$ cat src/rtl/irq_agg_pkg.sv
package irq_agg_pkg;
   localparam int ADDR_W   = 3;
   localparam int NUM_FIFO = 2;

   localparam logic [ADDR_W-1:0] ADDR_GCTRL = 3'd0;
   localparam logic [ADDR_W-1:0] ADDR_GFLAG = 3'd1;
   localparam logic [ADDR_W-1:0] ADDR_PFLAG = 3'd2;
   localparam logic [ADDR_W-1:0] ADDR_PEN   = 3'd3;
   localparam logic [ADDR_W-1:0] ADDR_HFLAG = 3'd4;
   localparam logic [ADDR_W-1:0] ADDR_WM_A  = 3'd5;
   localparam logic [ADDR_W-1:0] ADDR_WM_B  = 3'd6;

   typedef enum int {
      GE_FIFO_A = 0,
      GE_FIFO_B = 1,
      GE_WAKE   = 2,
      GE_PROT   = 3,
      GE_HERR   = 4,
      GE_RXBUF  = 5,
      GE_TXBUF  = 6
   } gen_bit_e;
   localparam int NUM_GEN = 7;

   localparam int GF_FIFO_A = 0;
   localparam int GF_FIFO_B = 1;
   localparam int GF_WAKE   = 2;
   localparam int NUM_GFLAG = 3;
endpackage

$ cat src/rtl/sticky_flag_bank.sv
module sticky_flag_bank #(
   parameter int WIDTH = 8
) (
   input  logic             clk,
   input  logic             rst_n,
   input  logic [WIDTH-1:0] set_i,
   input  logic [WIDTH-1:0] clr_i,
   output logic [WIDTH-1:0] flags_o
);
   logic [WIDTH-1:0] flags_q;

   if (WIDTH < 1) begin : g_bad_width
      $error("sticky_flag_bank: WIDTH must be at least 1");
   end

   always_ff @(posedge clk or negedge rst_n) begin
      if (!rst_n) flags_q <= '0;
      else        flags_q <= (flags_q & ~clr_i) | set_i;
   end

   assign flags_o = flags_q;

   // a flag not being cleared keeps its value
   assert_flag_sticky_R7: assert property (@(posedge clk) disable iff (!rst_n)
      ((flags_q & ~clr_i) != '0) |=>
      ((flags_q & $past(flags_q & ~clr_i)) == $past(flags_q & ~clr_i)));

   // a set event is never lost to a clear in the same cycle
   assert_event_wins_R8: assert property (@(posedge clk) disable iff (!rst_n)
      (set_i != '0) |=> ((flags_q & $past(set_i)) == $past(set_i)));
endmodule

$ cat src/rtl/fill_level_monitor.sv
module fill_level_monitor #(
   parameter int FILL_W = 8
) (
   input  logic [FILL_W-1:0] fill_i,
   input  logic [FILL_W-1:0] wm_i,
   output logic              over_o
);
   if (FILL_W < 1) begin : g_bad_fill
      $error("fill_level_monitor: FILL_W must be at least 1");
   end

   assign over_o = (fill_i > wm_i);
endmodule

$ cat src/rtl/irq_group_combine.sv
module irq_group_combine #(
   parameter int WIDTH      = 8,
   parameter bit PER_SRC_EN = 1'b1,
   parameter int EN_W       = PER_SRC_EN ? WIDTH : 1
) (
   input  logic             clk,
   input  logic             rst_n,
   input  logic [WIDTH-1:0] src_i,
   input  logic [EN_W-1:0]  en_i,
   input  logic             grp_en_i,
   output logic             req_o
);
   logic hit;
   logic req_q;

   if (PER_SRC_EN) begin : g_per_source
      if (EN_W != WIDTH) begin : g_bad_en
         $error("irq_group_combine: EN_W must equal WIDTH");
      end
      assign hit = |(src_i & en_i);
   end else begin : g_common
      if (EN_W != 1) begin : g_bad_en
         $error("irq_group_combine: EN_W must be 1 for a common enable");
      end
      assign hit = (|src_i) & en_i[0];
   end

   always_ff @(posedge clk or negedge rst_n) begin
      if (!rst_n) req_q <= 1'b0;
      else        req_q <= hit & grp_en_i;
   end

   assign req_o = req_q;

   // request rises one clock after its condition
   assert_req_rise_R9: assert property (@(posedge clk) disable iff (!rst_n)
      (hit && grp_en_i) |=> req_o);
   // request drops one clock after its condition ends
   assert_req_drop_R9: assert property (@(posedge clk) disable iff (!rst_n)
      !(hit && grp_en_i) |=> !req_o);
endmodule

$ cat src/rtl/irq_flag_aggregator.sv
module irq_flag_aggregator
   import irq_agg_pkg::*;
#(
   parameter int FILL_W   = 8,
   parameter int NUM_PROT = 25,
   parameter int NUM_HERR = 16,
   parameter int NUM_MB   = 8,
   parameter int DATA_W   = 32
) (
   input  logic                clk,
   input  logic                rst_n,
   input  logic [FILL_W-1:0]   fill_a,
   input  logic [FILL_W-1:0]   fill_b,
   input  logic                wakeup_evt,
   input  logic [NUM_PROT-1:0] prot_evt,
   input  logic [NUM_HERR-1:0] herr_evt,
   input  logic [NUM_MB-1:0]   mb_irq,
   input  logic [NUM_MB-1:0]   mb_is_tx,
   input  logic                wr_en,
   input  logic [ADDR_W-1:0]   wr_addr,
   input  logic [DATA_W-1:0]   wr_data,
   input  logic [ADDR_W-1:0]   rd_addr,
   output logic [DATA_W-1:0]   rd_data,
   output logic                irq_fifo_a,
   output logic                irq_fifo_b,
   output logic                irq_wakeup,
   output logic                irq_prot,
   output logic                irq_herr,
   output logic                irq_rxbuf,
   output logic                irq_txbuf
);
   localparam logic [FILL_W-1:0] WM_RESET = '1;

   if (NUM_PROT > DATA_W || NUM_HERR > DATA_W || FILL_W > DATA_W || NUM_GEN > DATA_W)
   begin : g_bad_data_w
      $error("irq_flag_aggregator: a register is wider than DATA_W");
   end
   if (NUM_MB < 1 || NUM_PROT < 1 || NUM_HERR < 1) begin : g_bad_count
      $error("irq_flag_aggregator: source counts must be at least 1");
   end

   // ---------------- configuration registers ----------------
   logic [NUM_GEN-1:0]  gen_q;
   logic [NUM_PROT-1:0] pen_q;
   logic [FILL_W-1:0]   wm_q [NUM_FIFO];
   logic                unused_wr_hi;

   assign unused_wr_hi = ^wr_data;

   always_ff @(posedge clk or negedge rst_n) begin
      if (!rst_n) begin
         gen_q <= '0;
         pen_q <= '0;
      end else if (wr_en) begin
         if (wr_addr == ADDR_GCTRL) gen_q <= wr_data[NUM_GEN-1:0];
         if (wr_addr == ADDR_PEN)   pen_q <= wr_data[NUM_PROT-1:0];
      end
   end

   // ---------------- watermark compare per FIFO ----------------
   logic [FILL_W-1:0]   fill_arr [NUM_FIFO];
   logic [NUM_FIFO-1:0] over;

   assign fill_arr[0] = fill_a;
   assign fill_arr[1] = fill_b;

   for (genvar g = 0; g < NUM_FIFO; g++) begin : g_fifo
      localparam logic [ADDR_W-1:0] WM_ADDR = ADDR_WM_A + ADDR_W'(g);

      always_ff @(posedge clk or negedge rst_n) begin
         if (!rst_n)                              wm_q[g] <= WM_RESET;
         else if (wr_en && wr_addr == WM_ADDR)    wm_q[g] <= wr_data[FILL_W-1:0];
      end

      fill_level_monitor #(.FILL_W(FILL_W)) u_mon (
         .fill_i (fill_arr[g]),
         .wm_i   (wm_q[g]),
         .over_o (over[g])
      );
   end

   // ---------------- sticky flags ----------------
   logic [NUM_GFLAG-1:0] gflag, gflag_set, gflag_clr;
   logic [NUM_PROT-1:0]  pflag, pflag_clr;
   logic [NUM_HERR-1:0]  hflag, hflag_clr;

   assign gflag_set = {wakeup_evt, over[1], over[0]};
   assign gflag_clr = (wr_en && wr_addr == ADDR_GFLAG) ? wr_data[NUM_GFLAG-1:0] : '0;
   assign pflag_clr = (wr_en && wr_addr == ADDR_PFLAG) ? wr_data[NUM_PROT-1:0]  : '0;
   assign hflag_clr = (wr_en && wr_addr == ADDR_HFLAG) ? wr_data[NUM_HERR-1:0]  : '0;

   sticky_flag_bank #(.WIDTH(NUM_GFLAG)) u_gflags (
      .clk (clk), .rst_n (rst_n), .set_i (gflag_set), .clr_i (gflag_clr), .flags_o (gflag)
   );
   sticky_flag_bank #(.WIDTH(NUM_PROT)) u_pflags (
      .clk (clk), .rst_n (rst_n), .set_i (prot_evt), .clr_i (pflag_clr), .flags_o (pflag)
   );
   sticky_flag_bank #(.WIDTH(NUM_HERR)) u_hflags (
      .clk (clk), .rst_n (rst_n), .set_i (herr_evt), .clr_i (hflag_clr), .flags_o (hflag)
   );

   // ---------------- combined requests ----------------
   irq_group_combine #(.WIDTH(1), .PER_SRC_EN(1'b0)) u_req_fa (
      .clk (clk), .rst_n (rst_n), .src_i (gflag[GF_FIFO_A]), .en_i (gen_q[GE_FIFO_A]),
      .grp_en_i (1'b1), .req_o (irq_fifo_a)
   );
   irq_group_combine #(.WIDTH(1), .PER_SRC_EN(1'b0)) u_req_fb (
      .clk (clk), .rst_n (rst_n), .src_i (gflag[GF_FIFO_B]), .en_i (gen_q[GE_FIFO_B]),
      .grp_en_i (1'b1), .req_o (irq_fifo_b)
   );
   irq_group_combine #(.WIDTH(1), .PER_SRC_EN(1'b0)) u_req_wk (
      .clk (clk), .rst_n (rst_n), .src_i (gflag[GF_WAKE]), .en_i (gen_q[GE_WAKE]),
      .grp_en_i (1'b1), .req_o (irq_wakeup)
   );
   irq_group_combine #(.WIDTH(NUM_PROT), .PER_SRC_EN(1'b1)) u_req_prot (
      .clk (clk), .rst_n (rst_n), .src_i (pflag), .en_i (pen_q),
      .grp_en_i (gen_q[GE_PROT]), .req_o (irq_prot)
   );
   irq_group_combine #(.WIDTH(NUM_HERR), .PER_SRC_EN(1'b0)) u_req_herr (
      .clk (clk), .rst_n (rst_n), .src_i (hflag), .en_i (gen_q[GE_HERR]),
      .grp_en_i (1'b1), .req_o (irq_herr)
   );

   logic [NUM_MB-1:0] mb_rx_sel, mb_tx_sel;
   for (genvar b = 0; b < NUM_MB; b++) begin : g_mb_dir
      assign mb_rx_sel[b] = ~mb_is_tx[b];
      assign mb_tx_sel[b] =  mb_is_tx[b];
   end

   irq_group_combine #(.WIDTH(NUM_MB), .PER_SRC_EN(1'b1)) u_req_rx (
      .clk (clk), .rst_n (rst_n), .src_i (mb_irq), .en_i (mb_rx_sel),
      .grp_en_i (gen_q[GE_RXBUF]), .req_o (irq_rxbuf)
   );
   irq_group_combine #(.WIDTH(NUM_MB), .PER_SRC_EN(1'b1)) u_req_tx (
      .clk (clk), .rst_n (rst_n), .src_i (mb_irq), .en_i (mb_tx_sel),
      .grp_en_i (gen_q[GE_TXBUF]), .req_o (irq_txbuf)
   );

   // ---------------- read port ----------------
   always_comb begin
      rd_data = '0;
      case (rd_addr)
         ADDR_GCTRL: rd_data[NUM_GEN-1:0]   = gen_q;
         ADDR_GFLAG: rd_data[NUM_GFLAG-1:0] = gflag;
         ADDR_PFLAG: rd_data[NUM_PROT-1:0]  = pflag;
         ADDR_PEN:   rd_data[NUM_PROT-1:0]  = pen_q;
         ADDR_HFLAG: rd_data[NUM_HERR-1:0]  = hflag;
         ADDR_WM_A:  rd_data[FILL_W-1:0]    = wm_q[0];
         ADDR_WM_B:  rd_data[FILL_W-1:0]    = wm_q[1];
         default:    rd_data = '0;
      endcase
   end

   // level above watermark always sets the flag
   assert_fifo_a_sets_R1: assert property (@(posedge clk) disable iff (!rst_n)
      (fill_a > wm_q[0]) |=> gflag[GF_FIFO_A]);
   // level at or below watermark never sets a clear flag
   assert_fifo_a_equal_R1: assert property (@(posedge clk) disable iff (!rst_n)
      (!gflag[GF_FIFO_A] && fill_a <= wm_q[0]) |=> !gflag[GF_FIFO_A]);
   assert_fifo_b_sets_R1: assert property (@(posedge clk) disable iff (!rst_n)
      (fill_b > wm_q[1]) |=> gflag[GF_FIFO_B]);
   // wakeup request stays low while its enable is off
   assert_wake_gated_R2: assert property (@(posedge clk) disable iff (!rst_n)
      !gen_q[GE_WAKE] |=> !irq_wakeup);
endmodule

$ cat config.mk
export PLATFORM = sky130hd
export DESIGN_NAME = irq_flag_aggregator
export DESIGN_NICKNAME = d
export VERILOG_FILES = /design/src/rtl/irq_agg_pkg.sv /design/src/rtl/sticky_flag_bank.sv /design/src/rtl/fill_level_monitor.sv /design/src/rtl/irq_group_combine.sv /design/src/rtl/irq_flag_aggregator.sv
export SDC_FILE = /design/constraint.sdc
export NUM_CORES = 1
export LEC_CHECK = 0
export BUFFER_PORTS_ARGS = -buffer_cell sky130_fd_sc_hd__buf_2
export CORE_MARGIN = 4
export CORE_UTILIZATION = 56
export DETAILED_ROUTE_END_ITERATION = 6
export PLACE_DENSITY = 0.95
export SETUP_SLACK_MARGIN = 0.15
export SYNTH_ARGS = -nofsm -noshare
export SYNTH_HDL_FRONTEND = slang
export SYNTH_SLANG_ARGS = --single-unit
$ cat constraint.sdc
create_clock -name clk -period 2.7 [get_ports clk]
set_input_delay 0.135 -clock clk [delete_from_list [all_inputs] [get_ports clk]]
set_output_delay 0.135 -clock clk [all_outputs]
set_load 0.1 [all_outputs]
**Yosys cells after proc, flatten, opt, wreduce, memory -nomap -nowiden**

Cells that the tools add are included.

- Add/sub/neg operators: 0
- $mul: 0
- Divide/modulo/power cells: 0
- Magnitude comparators: 2
- Equal/unequal tests: 12
- Shift-type cells: 0
- Mux-type cells: 8
- Bitwise gates (word level): 27
- Reduce and logical (&&, ||, !) cells: 13

Operator list:

| kind | count |
|---|---|
| AND 25 bit | 2 |
| two-way mux 25 bit | 1 |
| inverter 25 bit | 1 |
| bitwise OR 25 bit | 1 |
| OR reduction 25 bit | 1 |
| case mux 4 bit (6 select lines) | 1 |
| case mux 8 bit (3 select lines) | 1 |
| case mux 3 bit (7 select lines) | 1 |
| equality test 3 bit, second input constant | 6 |
| case mux 9 bit (2 select lines) | 1 |
| AND 16 bit | 1 |
| AND 8 bit | 2 |
| > comparator 8 bit | 2 |
| two-way mux 16 bit | 1 |
| inverter 16 bit | 1 |
| bitwise OR 16 bit | 1 |
| OR reduction 16 bit | 1 |
| OR reduction 8 bit | 2 |
| equality test 3 x 2 -> 1 bit, second input constant | 4 |
| inverter 1 bit | 8 |
| AND 1 bit | 7 |
| equality test 3 x 1 -> 1 bit, second input constant | 2 |
| logical NOT 3 bit | 2 |
| logical AND 1 bit | 5 |
| other kinds (6) | 7 |

- Bits in registers: 99
- Latch bits: 0
- RAM bits: 0
- Bits in read-only memories: 0
- Bits of input ports: 115
- Word-level logic and storage cells: 76
- Memories kept: 0

**Logic depth before layout (Yosys ltp)**

Gate-level depths: netlist (run 1).

- Depth in word-level cells: 6
- Depth in mapped cells: 6

**Modules after synthesis**

Synthesis (run 1) repeated with hierarchy kept, for this count alone.

- Cells, all modules: 513
- Area, all modules: 5606.6 µm²

Modules (own cells, without submodules):

| module | instances | cells each | area each (µm²) | seq. area each (µm²) |
|---|---|---|---|---|
| irq_flag_aggregator | 1 | 283 | 3124.2 | 1221.2 |
| sticky_flag_bank (u_pflags) | 1 | 75 | 907.1 | 625.6 |
| sticky_flag_bank (u_hflags) | 1 | 48 | 580.6 | 400.4 |
| fill_level_monitor (g_fifo[1].u_mon) | 1 | 27 | 225.2 | 0.0 |
| fill_level_monitor (g_fifo[0].u_mon) | 1 | 27 | 216.5 | 0.0 |
| irq_group_combine (u_req_prot) | 1 | 17 | 152.6 | 25.0 |
| irq_group_combine (u_req_rx ...) | 2 | 7 | 67.6 | 25.0 |
| sticky_flag_bank (u_gflags) | 1 | 9 | 108.9 | 75.1 |
| irq_group_combine (u_req_fa ...) | 3 | 2 | 31.3 | 25.0 |
| irq_group_combine (u_req_herr) | 1 | 7 | 62.6 | 25.0 |

**Worst setup path after synthesis (run 1)**

No wires, ideal clock.

- Path type: input to output
- Start: input port rd_addr[0]
- End: output port rd_data[5]
- Arrival time: 2907 ps
- Data required time: 2565 ps
- Path slack: -342 ps
- Cell stages on the path: 5
- Buffers on the path: 3
- Cells stage by stage: buf_2 buf_2 buf_4 a31oi_1 o21ai_0

- Longest elaborated chain between the ends: 2
- Elaborated cells on any way between the ends: 7
- Classes of those cells: eq/ne (5); mux (1); reduce/logical (1)

RTL lines:

| element | RTL line | source |
|---|---|---|
| start: declaration | irq_flag_aggregator.sv:22 | `input logic [ADDR_W-1:0] rd_addr,` |
| equality test 3 bit (tied with other cells) | irq_flag_aggregator.sv:142 | `case (rd_addr)` |
| case mux 4 bit (6 select lines) (*) | irq_flag_aggregator.sv:142 |  |
| end: declaration | irq_flag_aggregator.sv:23 | `output logic [DATA_W-1:0] rd_data,` |

Mark *: on every way between the ends. The rest lies on a longest branch, timed or not.

**Final worst setup path (run 1)**

- Start: register wm_q[12] (netlist bit)
- End: output port rd_data[4]

- Longest elaborated chain between the ends: 1

RTL lines:

| element | RTL line | source |
|---|---|---|
| start: declaration | irq_flag_aggregator.sv:45 | `logic [FILL_W-1:0] wm_q [NUM_FIFO];` |
| start signal: indexed assignment | irq_flag_aggregator.sv:72 | `else if (wr_en && wr_addr == WM_ADDR) wm_q[g] <= wr_data[FILL_W-1:0];` |
| case mux 4 bit (6 select lines) | irq_flag_aggregator.sv:142 |  |

Every way passes these cells.

==> impl_metrics.toml, run 1 <==
[sta]
rsz0062_at_grt = "false"
finalMaxSlewViolations = 0
hold_slack_ps = 7.96
worst_pin_slew_ps = 745
fin_crit_ps = 2090
relSlewSlack = 0.502
setup_ws_ps = 610
max_clock_freq_mhz = 478
finClkSkew_ps = 10.5
setup_tns_ps = 0
final-setup-viol-count = 0
period_share = 0.774
hold_viol = 0

[pwr]
peakVddDrop_uv = 365
p_leak_nw = 2.98
power_density_nw_per_um2 = 656

[placement]
routabilityCongestion = 0.826
port_buffers = 139
place_hpwl_mm = 10.9
dp_slack_ps = 765

[flow_run]
maxCapViolations = 0

[clock_tree]
htreeDepth = 3
cts_buffers = 9
numClockSinks = 99
cts_hold_buf = 43
cts.repair.resized = 0
tritoncts = "yes"
clock-root-buffer = "clkbuf_8"
insertion_delay_ps = 370
cts_setup_buffers = 0
cts_buffer_depth = 2
clk_pin_slew_worst_paths_ps = 100

[synthesis]
yosysSeqAreaShare = 0.479
yosys_warnings = 0
syn-instance-count = 471
ys_types = 46
syn_avg_cell_area_um2 = 11.1
syn-cell-area_um2 = 5210
ys.flop_type = "dfrtp_1"
ys_ff_latch = 99
synth_edf_count = 0
synth-async-reset-ratio = 1.00

[global_routing]
track_usage = 0.285
grt_pass1_vias = 4819
antenna_found_initial = 1
grt-ovfl-total = 0
grt_max_degree = 54
grt_pass1_wl_mm = 24.7

[floorplanning]
row_count = 34
die_w_um = 104
initial_utilization = 0.586
core_um2 = 8890
die_area_um2 = 10900
die_h_um = 104
ios = 154

[worst_setup_path]
cpPeakStageDelay_ps = 530
slowest_stage = "dfstp_2"
rr_endpoint = "u_gflags.flags_o[0]"
end_kind = "output pin"
r2r-start = "wm_q[15]"
critPathMaxFanout = 2
critical_path_arrival_ps = 1960
cp_cell_sequence = "inv_1, o2bb2a_1, a21oi_1, buf_2"
r2r_slack_ps = 970
crit_cells = 4
cp-start-kind = "flop"
critPathCapture = "rd_data[4]"
ff2ff_path_depth = 6
cp_top_family = "flip-flops"
worst-path-buf-inv = 2
worstPathRequired_ps = 2570
crit_type = "flop to output pin"
crit_start = "wm_q[12]"

[final_layout]
syn_to_final_growth_pct = 26.3
seqCellArea_um2 = 2500
nets = 778
final_util = 0.740
drive_gt1_frac = 0.353
multi_input_area_um2 = 2440
n_fill_cell = 580

[min_path]
hold_class = "input port to flop"

[routing]
wl_mm = 15.5
ant_nets = 0
routed_via_density = 6.07
drc = 0
drt_first_pass_iters = 5
drt_iter0_markers = 369
wl_per_cell_um = 20.4
vias = 4623

[outcome]
status = "finished, final reports clean"
[cells in the mapped netlist, types with 2 or more instances]
cell type,count,area (um^2)
nand4b_2,2,30.0
inv_1,29,109
o21ai_0,18,90.1
o22ai_1,5,31.3
a22oi_1,13,97.6
a41oi_1,2,17.5
a21oi_1,9,45.0
nor2b_1,2,12.5
a21o_1,43,323
ha_1,16,200
nand2_1,64,240
nand4_1,6,37.5
nor2_1,15,56.3
and4bb_2,2,25.0
nor4_1,4,25.0
a31oi_1,3,18.8
dfstp_2,16,420
o221ai_1,4,35.0
nand3_1,3,15.0
nand2b_1,3,18.8
o21a_1,4,30.0
buf_4,13,97.6
mux2_2,45,507
mux4_2,3,67.6
dfrtp_1,83,2080
o22a_1,2,17.5
and2_1,3,18.8
buf_2,11,55.1
mux2i_1,29,290
buf_6,2,22.5
a221o_1,2,20.0
[where the power goes]
part,internal [mW],total (mW),switching (mW)
Combinational,0.457,1.36,0.900
Sequential,1.72,1.88,0.165
Clock,0.553,1.08,0.528
Total,2.73,4.32,1.59
[state kept, by name, summed over array words and instances (netlist names), 3 cells and up]
register          cells
gen_q                 7
pen_q                25
u_gflags.flags_o      3
u_hflags.flags_o     16
u_pflags.flags_o     25
wm_q                 16
[metal layers]
metal  global-route usage  vias to the layer above  wire [um]
li1                     -                     2021          -
met1                0.341                     2273       5680
met2                0.487                      272       7890
met3               0.0621                       57       1320
met4                0.137                        0        630
met5                    0                        -          0
[per-stage QoR]
stage               power [mW]  area (um^2)  std cells
floorplan                 2.85         5230        477
global placement          3.12         5920        701
detailed placement        3.20         5920        701
CTS                       4.31         6580        760
global route              4.48         6580        761
finish                    4.32         6580        762
[cells by family (layout without fill, tap and decap cells)]
kind of cell / Yosys count / count (layout) / synth area share
other cells: 1 / 9 / 0.000720
buf+inv: 57 / 232 / 0.0560
compound gates: 111 / 111 / 0.150
simple gates: 109 / 109 / 0.107
fa+ha+maj: 16 / 16 / 0.0384
flops: 99 / 99 / 0.479
mux: 78 / 78 / 0.168
[area by class of cell]
class / instances / area share
inverters: 29 / 0.0165
clock inverters: 5 / 0.0129
flip-flops and latches: 99 / 0.379
diodes: 2 / 0.000760
multi-input cells: 321 / 0.371
well taps: 108 / 0.0205
clock buffers: 11 / 0.0215
repair buffers: 187 / 0.177
[placed cells by master (no fill, tap or decap), types with 3 or more instances in the layout]
cell and count:
o21a_1 4, nand2b_1 3, mux4_2 3, and2_1 3, buf_2 138, ha_1 16, nor2_1 15, nand3_1 3
o22ai_1 5, dlygate4sd3_1 43, nand4_1 6, dfrtp_1 83, inv_1 29, o21ai_0 9, o221ai_1 4, a21oi_1 9
buf_4 6, mux2_2 45, conb_1 7, mux2i_1 29, nor4_1 4, a31oi_1 3, a21o_1 43, dfstp_2 16
clkbuf_8 10, a22oi_1 13, nand2_1 64, o21ai_1 9
[worst min path at each step]
| stage | end | depth (start not counted) | from | slack [ps] |
|---|---|---|---|---|
| finish | pen_q[24] | 2 | wr_data[24] | 8 |
| global route | pen_q[24] | 2 | wr_data[24] | 10 |
| CTS | pen_q[17] | 2 | wr_data[17] | 3 |
| detailed placement | u_pflags.flags_o[16] | 1 | rst_n | 200 |
| global placement | u_pflags.flags_o[16] | 1 | rst_n | 190 |
| floorplan | gen_q[0] | 0 | rst_n | -160 |
Power figures use the tool's default switching activity.
==> run 2, diff against run 1 <==
Settings changed: ABC_AREA set to 1, CORE_UTILIZATION 56 to 52, PLACE_DENSITY 0.95 to 0.89.
Clock period 2.7 ns to 2 ns, I/O delays scaled along.
==> run 2 against run 1 <==
Compared with the run above: sequential power up 29%; utilization down 3.9 points; clock-buffer cell count decreased by 2; via count rose by 11%; die area up 8.4%; first-iteration DRC count down 4.3%; wire length is 1.3% lower; non-clock buffer count increased by 15; critical endpoint is now rd_data[7].
==> impl_metrics.toml, run 2 <==
[pwr]
p_leak_nw = 3.68
peakVddDrop_uv = 478
power_density_nw_per_um2 = 793

[synthesis]
syn-cell-area_um2 = 5280
synth_edf_count = 0
synth_top_cell_area_share = 0.393
yosysTopAreaCell = "dfrtp_1"
yosys_warnings = 0
ys_ff_latch = 99
ys.flop_type = "dfrtp_1"
synth.most_common_cell = "nand2_1"
syn_avg_cell_area_um2 = 7.84
yosysSeqAreaShare = 0.473
synth-async-reset-ratio = 1.00
ys_types = 32
syn-instance-count = 673
synthTopCellsByCount = "201 x nand2_1, 114 x inv_1, 83 x dfrtp_1"
synth_area_leaders = "dfrtp_1 39%, nand2_1 14%, inv_1 8.1%, dfstp_2 8.0%, o21ai_1 7.0%"

[worst_setup_path]
critPathMaxFanout = 2
end_kind = "output pin"
cp-start-kind = "flop"
crit_type = "flop to output pin"
critical_path_arrival_ps = 1670
worstPathRequired_ps = 1900

[clock_tree]
cts_setup_buffers = 0
numClockSinks = 99
clock-root-buffer = "clkbuf_8"
cts_buffer_depth = 2
cts_buffers = 9
insertion_delay_ps = 380
tritoncts = "yes"
htreeDepth = 3
clk_pin_slew_worst_paths_ps = 100

[min_path]
hold_class = "input port to flop"

[floorplanning]
die_area_um2 = 11800
core_um2 = 9820
row_count = 36
initial_utilization = 0.538
die_h_um = 109
ios = 154
die_w_um = 109

[global_routing]
antenna_found_initial = 1
grt_use_met1 = 0.331
use_met2 = 0.452
grt_max_degree = 51
grt-busiest-layer = "met2"
track_usage = 0.266
grt_pass1_vias = 5155
grt_util_met3 = 0.0580
grt-ovfl-total = 0
grt_pass1_wl_mm = 24.2

[sta]
finClkSkew_ps = 9.79
max_clock_freq_mhz = 566
relSlewSlack = 0.628
worst_pin_slew_ps = 558
period_share = 0.883
finalMaxSlewViolations = 0
hold_viol = 0
final-setup-viol-count = 0
rsz0062_at_grt = "false"
hold_slack_ps = 17.4
fin_crit_ps = 1770

[routing]
drt_first_pass_iters = 5
wl_per_cell_um = 15.2
wl_mm = 15.3
drc = 0
drt_iter0_markers = 353
ant_nets = 0
vias = 5136
routed_via_density = 5.10

[placement]
place_hpwl_mm = 10.2
routabilityCongestion = 0.910
dp.cells = 933
port_buffers = 139

[flow_run]
maxCapViolations = 0

[final_layout]
syn_to_final_growth_pct = 30.4
fin_cells = 1007
final_common_cell = "nand2_1"
drive_gt1_frac = 0.231
final_cell_mix = "201 x nand2_1, 131 x buf_2, 114 x inv_1, 83 x dfrtp_1, 74 x o21ai_1"
n_fill_cell = 762
nets = 999

[outcome]
status = "finished, final reports clean"
-- run 2: cell count changes after synthesis, moves of 29 or more --
cell and change:
o21ai_1 +74, mux2i_1 -29, a21o_1 -43, inv_1 +85
mux2_2 -45, nand2_1 +137
-- run 2: routing by layer --
| layer | wire [um] | up-vias |
|---|---|---|
| met5 | 0 | - |
| met4 | 437 | 0 |
| met3 | 1090 | 39 |
| met2 | 7610 | 228 |
| met1 | 6170 | 2372 |
| li1 | - | 2497 |
-- run 2: where the power goes --
group	internal, mW	switching (mW)
Clock	0.488	0.770
Sequential	2.27	0.154
Combinational	0.535	1.24
-- run 2: layout make-up --
| type | count | area [um^2] | area share |
|---|---|---|---|
| Multi-Input combinational cell | 434 | 2180 | 0.317 |
| Sequential cell | 99 | 2500 | 0.363 |
| Clock buffer | 9 | 124 | 0.0180 |
| Inverter | 122 | 463 | 0.0672 |
| Tap cell | 133 | 166 | 0.0242 |
| Antenna cell | 1 | 2.50 | 0.000363 |
| Timing Repair Buffer | 202 | 1380 | 0.201 |
| Clock inverter | 7 | 67.6 | 0.00981 |
-- run 2: repair_timing --
action | 4_1_cts | 5_1_grt
gates resized for setup | 2 | 3
hold buffers | 57 | 0
endpoints found under the setup margin | 2 | 3
pin swaps | 0 | 0
endpoints found under the hold margin | 79 | 0
-- run 2: logic make-up (layout without fill, tap and decap cells) --
kind of cell / Yosys count / in the layout / synth area share
adders and majority gates: 16 / 16 / 0.0379
other: 1 / 8 / 0.000710
DFF: 99 / 99 / 0.473
and+or+nand+nor: 268 / 268 / 0.212
AOI/OAI and AO/OA: 143 / 143 / 0.158
buffers and inverters: 146 / 340 / 0.119
-- run 2: final timing paths --
path	start	depth (start not counted)	slack, ps	to
min in group asynchronous	rst_n	2	250	u_hflags.flags_o[7]
worst max register to register	wm_q[15]	7	510	u_gflags.flags_o[0]
worst max-delay path	wm_q[15]	5	230	rd_data[7]
worst min register to register	wm_q[15]	2	480	wm_q[15]
max in group asynchronous	rst_n	3	1110	u_hflags.flags_o[8]
worst min-delay path	wr_data[8]	3	20	pen_q[8]
-- run 2: worst max-delay path, stage by stage, from the launching register on --
cell and delay, ps:
dfstp_2 540, inv_1 60, o21ai_1 130, inv_1 60, nand4_1 80, buf_2 430
-- run 2: per-stage QoR --
step | total power, mW | instance area [um^2] | setup WS [ps] | TNS [ps] | util
4_1_cts | 5.46 | 6880 | 151 | 0 | 0.700
2_1_floorplan | 3.70 | 5310 | -2.83 | -2.83 | -
3_3_place_gp | 4.08 | 6110 | 430 | 0 | 0.622
5_1_grt | 5.74 | 6890 | 169 | 0 | 0.701
6_report | 5.46 | 6890 | 234 | 0 | 0.701
3_5_place_dp | 4.13 | 6110 | 413 | 0 | 0.622
==> run 3, diff against run 2 <==
--- a/config.mk
+++ b/config.mk
@@ -10,5 +10,5 @@
 export CORE_MARGIN = 4
-export CORE_UTILIZATION = 52
+export CORE_UTILIZATION = 54
 export DETAILED_ROUTE_END_ITERATION = 6
-export PLACE_DENSITY = 0.89
+export PLACE_DENSITY = 0.91
 export SETUP_SLACK_MARGIN = 0.15
@@ -16,2 +16,3 @@
 export SYNTH_HDL_FRONTEND = slang
+export SYNTH_HIERARCHICAL = 1
 export SYNTH_SLANG_ARGS = --single-unit
--- a/constraint.sdc
+++ b/constraint.sdc
@@ -3,2 +3,2 @@
 set_output_delay 0.1 -clock clk [all_outputs]
-set_load 0.1 [all_outputs]
+set_load 0.01 [all_outputs]
==> run 3 against run 2 <==
Compared with the run above: synthesized cell count increased by 28%; wire length increased by 13%; clock-buffer cell count up 1; non-clock buffer count grew 14; global-route usage up 1.2 points; maximum frequency grew 14%; critical path depth did not move; critical path type unchanged.
==> impl_metrics.toml, run 3 <==
[outcome]
status = "finished, final reports clean"

[pwr]
pwr-share-comb = 0.245
peakVddDrop_uv = 460
clkPwrFrac = 0.257
switching_share = 0.333
seq_power_share = 0.498
p_switching_mw = 1.65
cellInternalPower_mw = 3.30
power_density_nw_per_um2 = 660
p_leak_nw = 4.26

[sta]
finalMaxSlewViolations = 0
final-setup-viol-count = 0
rsz0062_at_grt = "false"
hold_slack_ps = 113
max_clock_freq_mhz = 647
period_share = 0.773
hold_viol = 0
finClkSkew_ps = 16.1
fin_crit_ps = 1550
worst_pin_slew_ps = 751
setup_tns_ps = 0
relSlewSlack = 0.498

[synthesis]
synth_top_cell_area_share = 0.357
syn-cell-area_um2 = 5810
synth.most_common_cell = "nand2_1"
yosysTopAreaCell = "dfrtp_1"
synth_area_leaders = "dfrtp_1 36%, nand2_1 19%, inv_1 13%, dfstp_2 7.2%, nor2_1 5.7%"
yosysSeqAreaShare = 0.430
ys_types = 21
ys.flop_type = "dfrtp_1"
synth_edf_count = 0
yosys_warnings = 6
syn-instance-count = 864
ys_ff_latch = 99
synthTopCellsByCount = "290 x nand2_1, 196 x inv_1, 89 x nor2_1"
synth-async-reset-ratio = 1.00
syn_avg_cell_area_um2 = 6.73

[final_layout]
final_cell_mix = "290 x nand2_1, 196 x inv_1, 138 x buf_2, 89 x nor2_1, 83 x dfrtp_1"
syn_to_final_growth_pct = 28.9
drive_gt1_frac = 0.181
final_common_cell = "nand2_1"
fin_cells = 1212
n_fill_cell = 766
final_util = 0.720
nets = 1201
stdcell_area_um2 = 7490

[routing]
routed_via_density = 4.97
drt_iter0_markers = 515
drt_first_pass_iters = 5
wl_per_cell_um = 14.3
vias = 6028
ant_nets = 0
drc = 0
wl_mm = 17.4

[clock_tree]
clk_pin_slew_worst_paths_ps = 100
numClockSinks = 99
htreeDepth = 3
cts.repair.resized = 0
cts_buffers = 9
tritoncts = "yes"
clock-root-buffer = "clkbuf_8"
insertion_delay_ps = 380
cts_setup_buffers = 0
cts_hold_buf = 68
cts_buffer_depth = 2

[placement]
place_hpwl_mm = 11.2
routabilityCongestion = 0.959
port_buffers = 139
dp.cells = 1127
placed_area_um2 = 6620

[global_routing]
track_usage = 0.278
antenna_found_initial = 0
grt-ovfl-total = 0
grt_pass1_wl_mm = 28.1
grt_pass1_vias = 5889
grt_max_degree = 51

[worst_setup_path]
slowest_stage = "dfstp_2"
cp_cell_sequence = "nand4_1, nand2_1, nor2_1, nand2_1, buf_2"
worst-path-buf-inv = 1
end_kind = "output pin"
crit_path_frequent_cell = "nand2_1"
critical_path_arrival_ps = 1450
cpPeakStageDelay_ps = 570
crit_type = "flop to output pin"
cp_top_family = "flip-flops"
r2r_slack_ps = 470
cp-start-kind = "flop"
critPathMaxFanout = 3
worstPathRequired_ps = 1900

[floorplanning]
die_w_um = 112
die_area_um2 = 12500
die_h_um = 112
row_count = 37
ios = 154
initial_utilization = 0.558
core_um2 = 10400

[flow_run]
maxCapViolations = 0

[min_path]
hold_class = "input port to flop"
## run 3: changes by cell type in the layout (fill, tap and decap cells not counted), moves of 12 or more
cell / before / now
inv_1: 114 / 196
nand2_1: 201 / 290
nand3_1: 2 / 33
nand4_1: 10 / 22
nor2_1: 39 / 89
o21ai_0: 12 / 50
o21ai_1: 74 / 12
o21bai_1: 15 / 0
## run 3: path summary, 6_finish.rpt
check                           startpoint              endpoint  depth (start not counted)
worst max register to register     wm_q[7]   u_gflags/flags_o[1]                          9
worst min register to register     wm_q[5]               wm_q[5]                          2
max in group asynchronous            rst_n               wm_q[9]                          3
worst min-delay path             mb_irq[1]        u_req_rx/req_o                          5
worst max-delay path               wm_q[6]            rd_data[6]                          5
min in group asynchronous            rst_n  u_pflags/flags_o[13]                          2
## run 3: cell type report
type                            count  area (um^2)  share of cell area
Sequential cell                    99         2500               0.333
Tap cell                          136          170              0.0227
Inverter                          199          747              0.0997
Clock inverter                      6         53.8             0.00718
Antenna cell                        1         2.50            0.000334
Clock buffer                       10          138              0.0184
Multi-Input combinational cell    545         2430               0.324
Timing Repair Buffer              216         1460               0.195
## run 3: stage by stage
step | power [mW] | worst slack, ps
detailed placement | 3.56 | 478
finish | 4.95 | 455
floorplan | 3.12 | 615
global route | 5.24 | 328
global placement | 3.51 | 525
CTS | 4.92 | 455
## run 3: worst min-delay path, cell delays in order
cell and delay, ps:
buf_2 90, nand2_1 50, nand2_1 50, nor2_1 40
a21oi_1 110
## run 3: kinds of logic (layout without fill, tap and decap cells)
group,count (synthesis),after routing,synth area share
DFF,99,99,0.430
other,2,12,0.00129
and+or+nand+nor,444,444,0.310
AOI/OAI and AO/OA,74,74,0.0650
adders and majority gates,16,16,0.0344
buffers and inverters,229,431,0.160
## run 3: layer usage
| layer | part of all wire | vias to the layer above | track usage | wire length, um |
|---|---|---|---|---|
| met2 | 0.51 | 305 | 0.492 | 8790 |
| met4 | 0.027 | 0 | 0.0957 | 476 |
| met5 | 0 | - | 0 | 0 |
| met3 | 0.088 | 46 | 0.0571 | 1520 |
| li1 | - | 2954 | - | - |
| met1 | 0.38 | 2723 | 0.336 | 6570 |
## run 3: power by group through the flow
stage | logic, mW | clock network, mW | registers [mW]
after floorplan | 0.676 | 0 | 2.45
after global placement | 1.02 | 0 | 2.49
after detailed placement | 1.07 | 0 | 2.49
after CTS | 1.18 | 1.28 | 2.46
after global routing | 1.38 | 1.37 | 2.49
final | 1.21 | 1.27 | 2.46
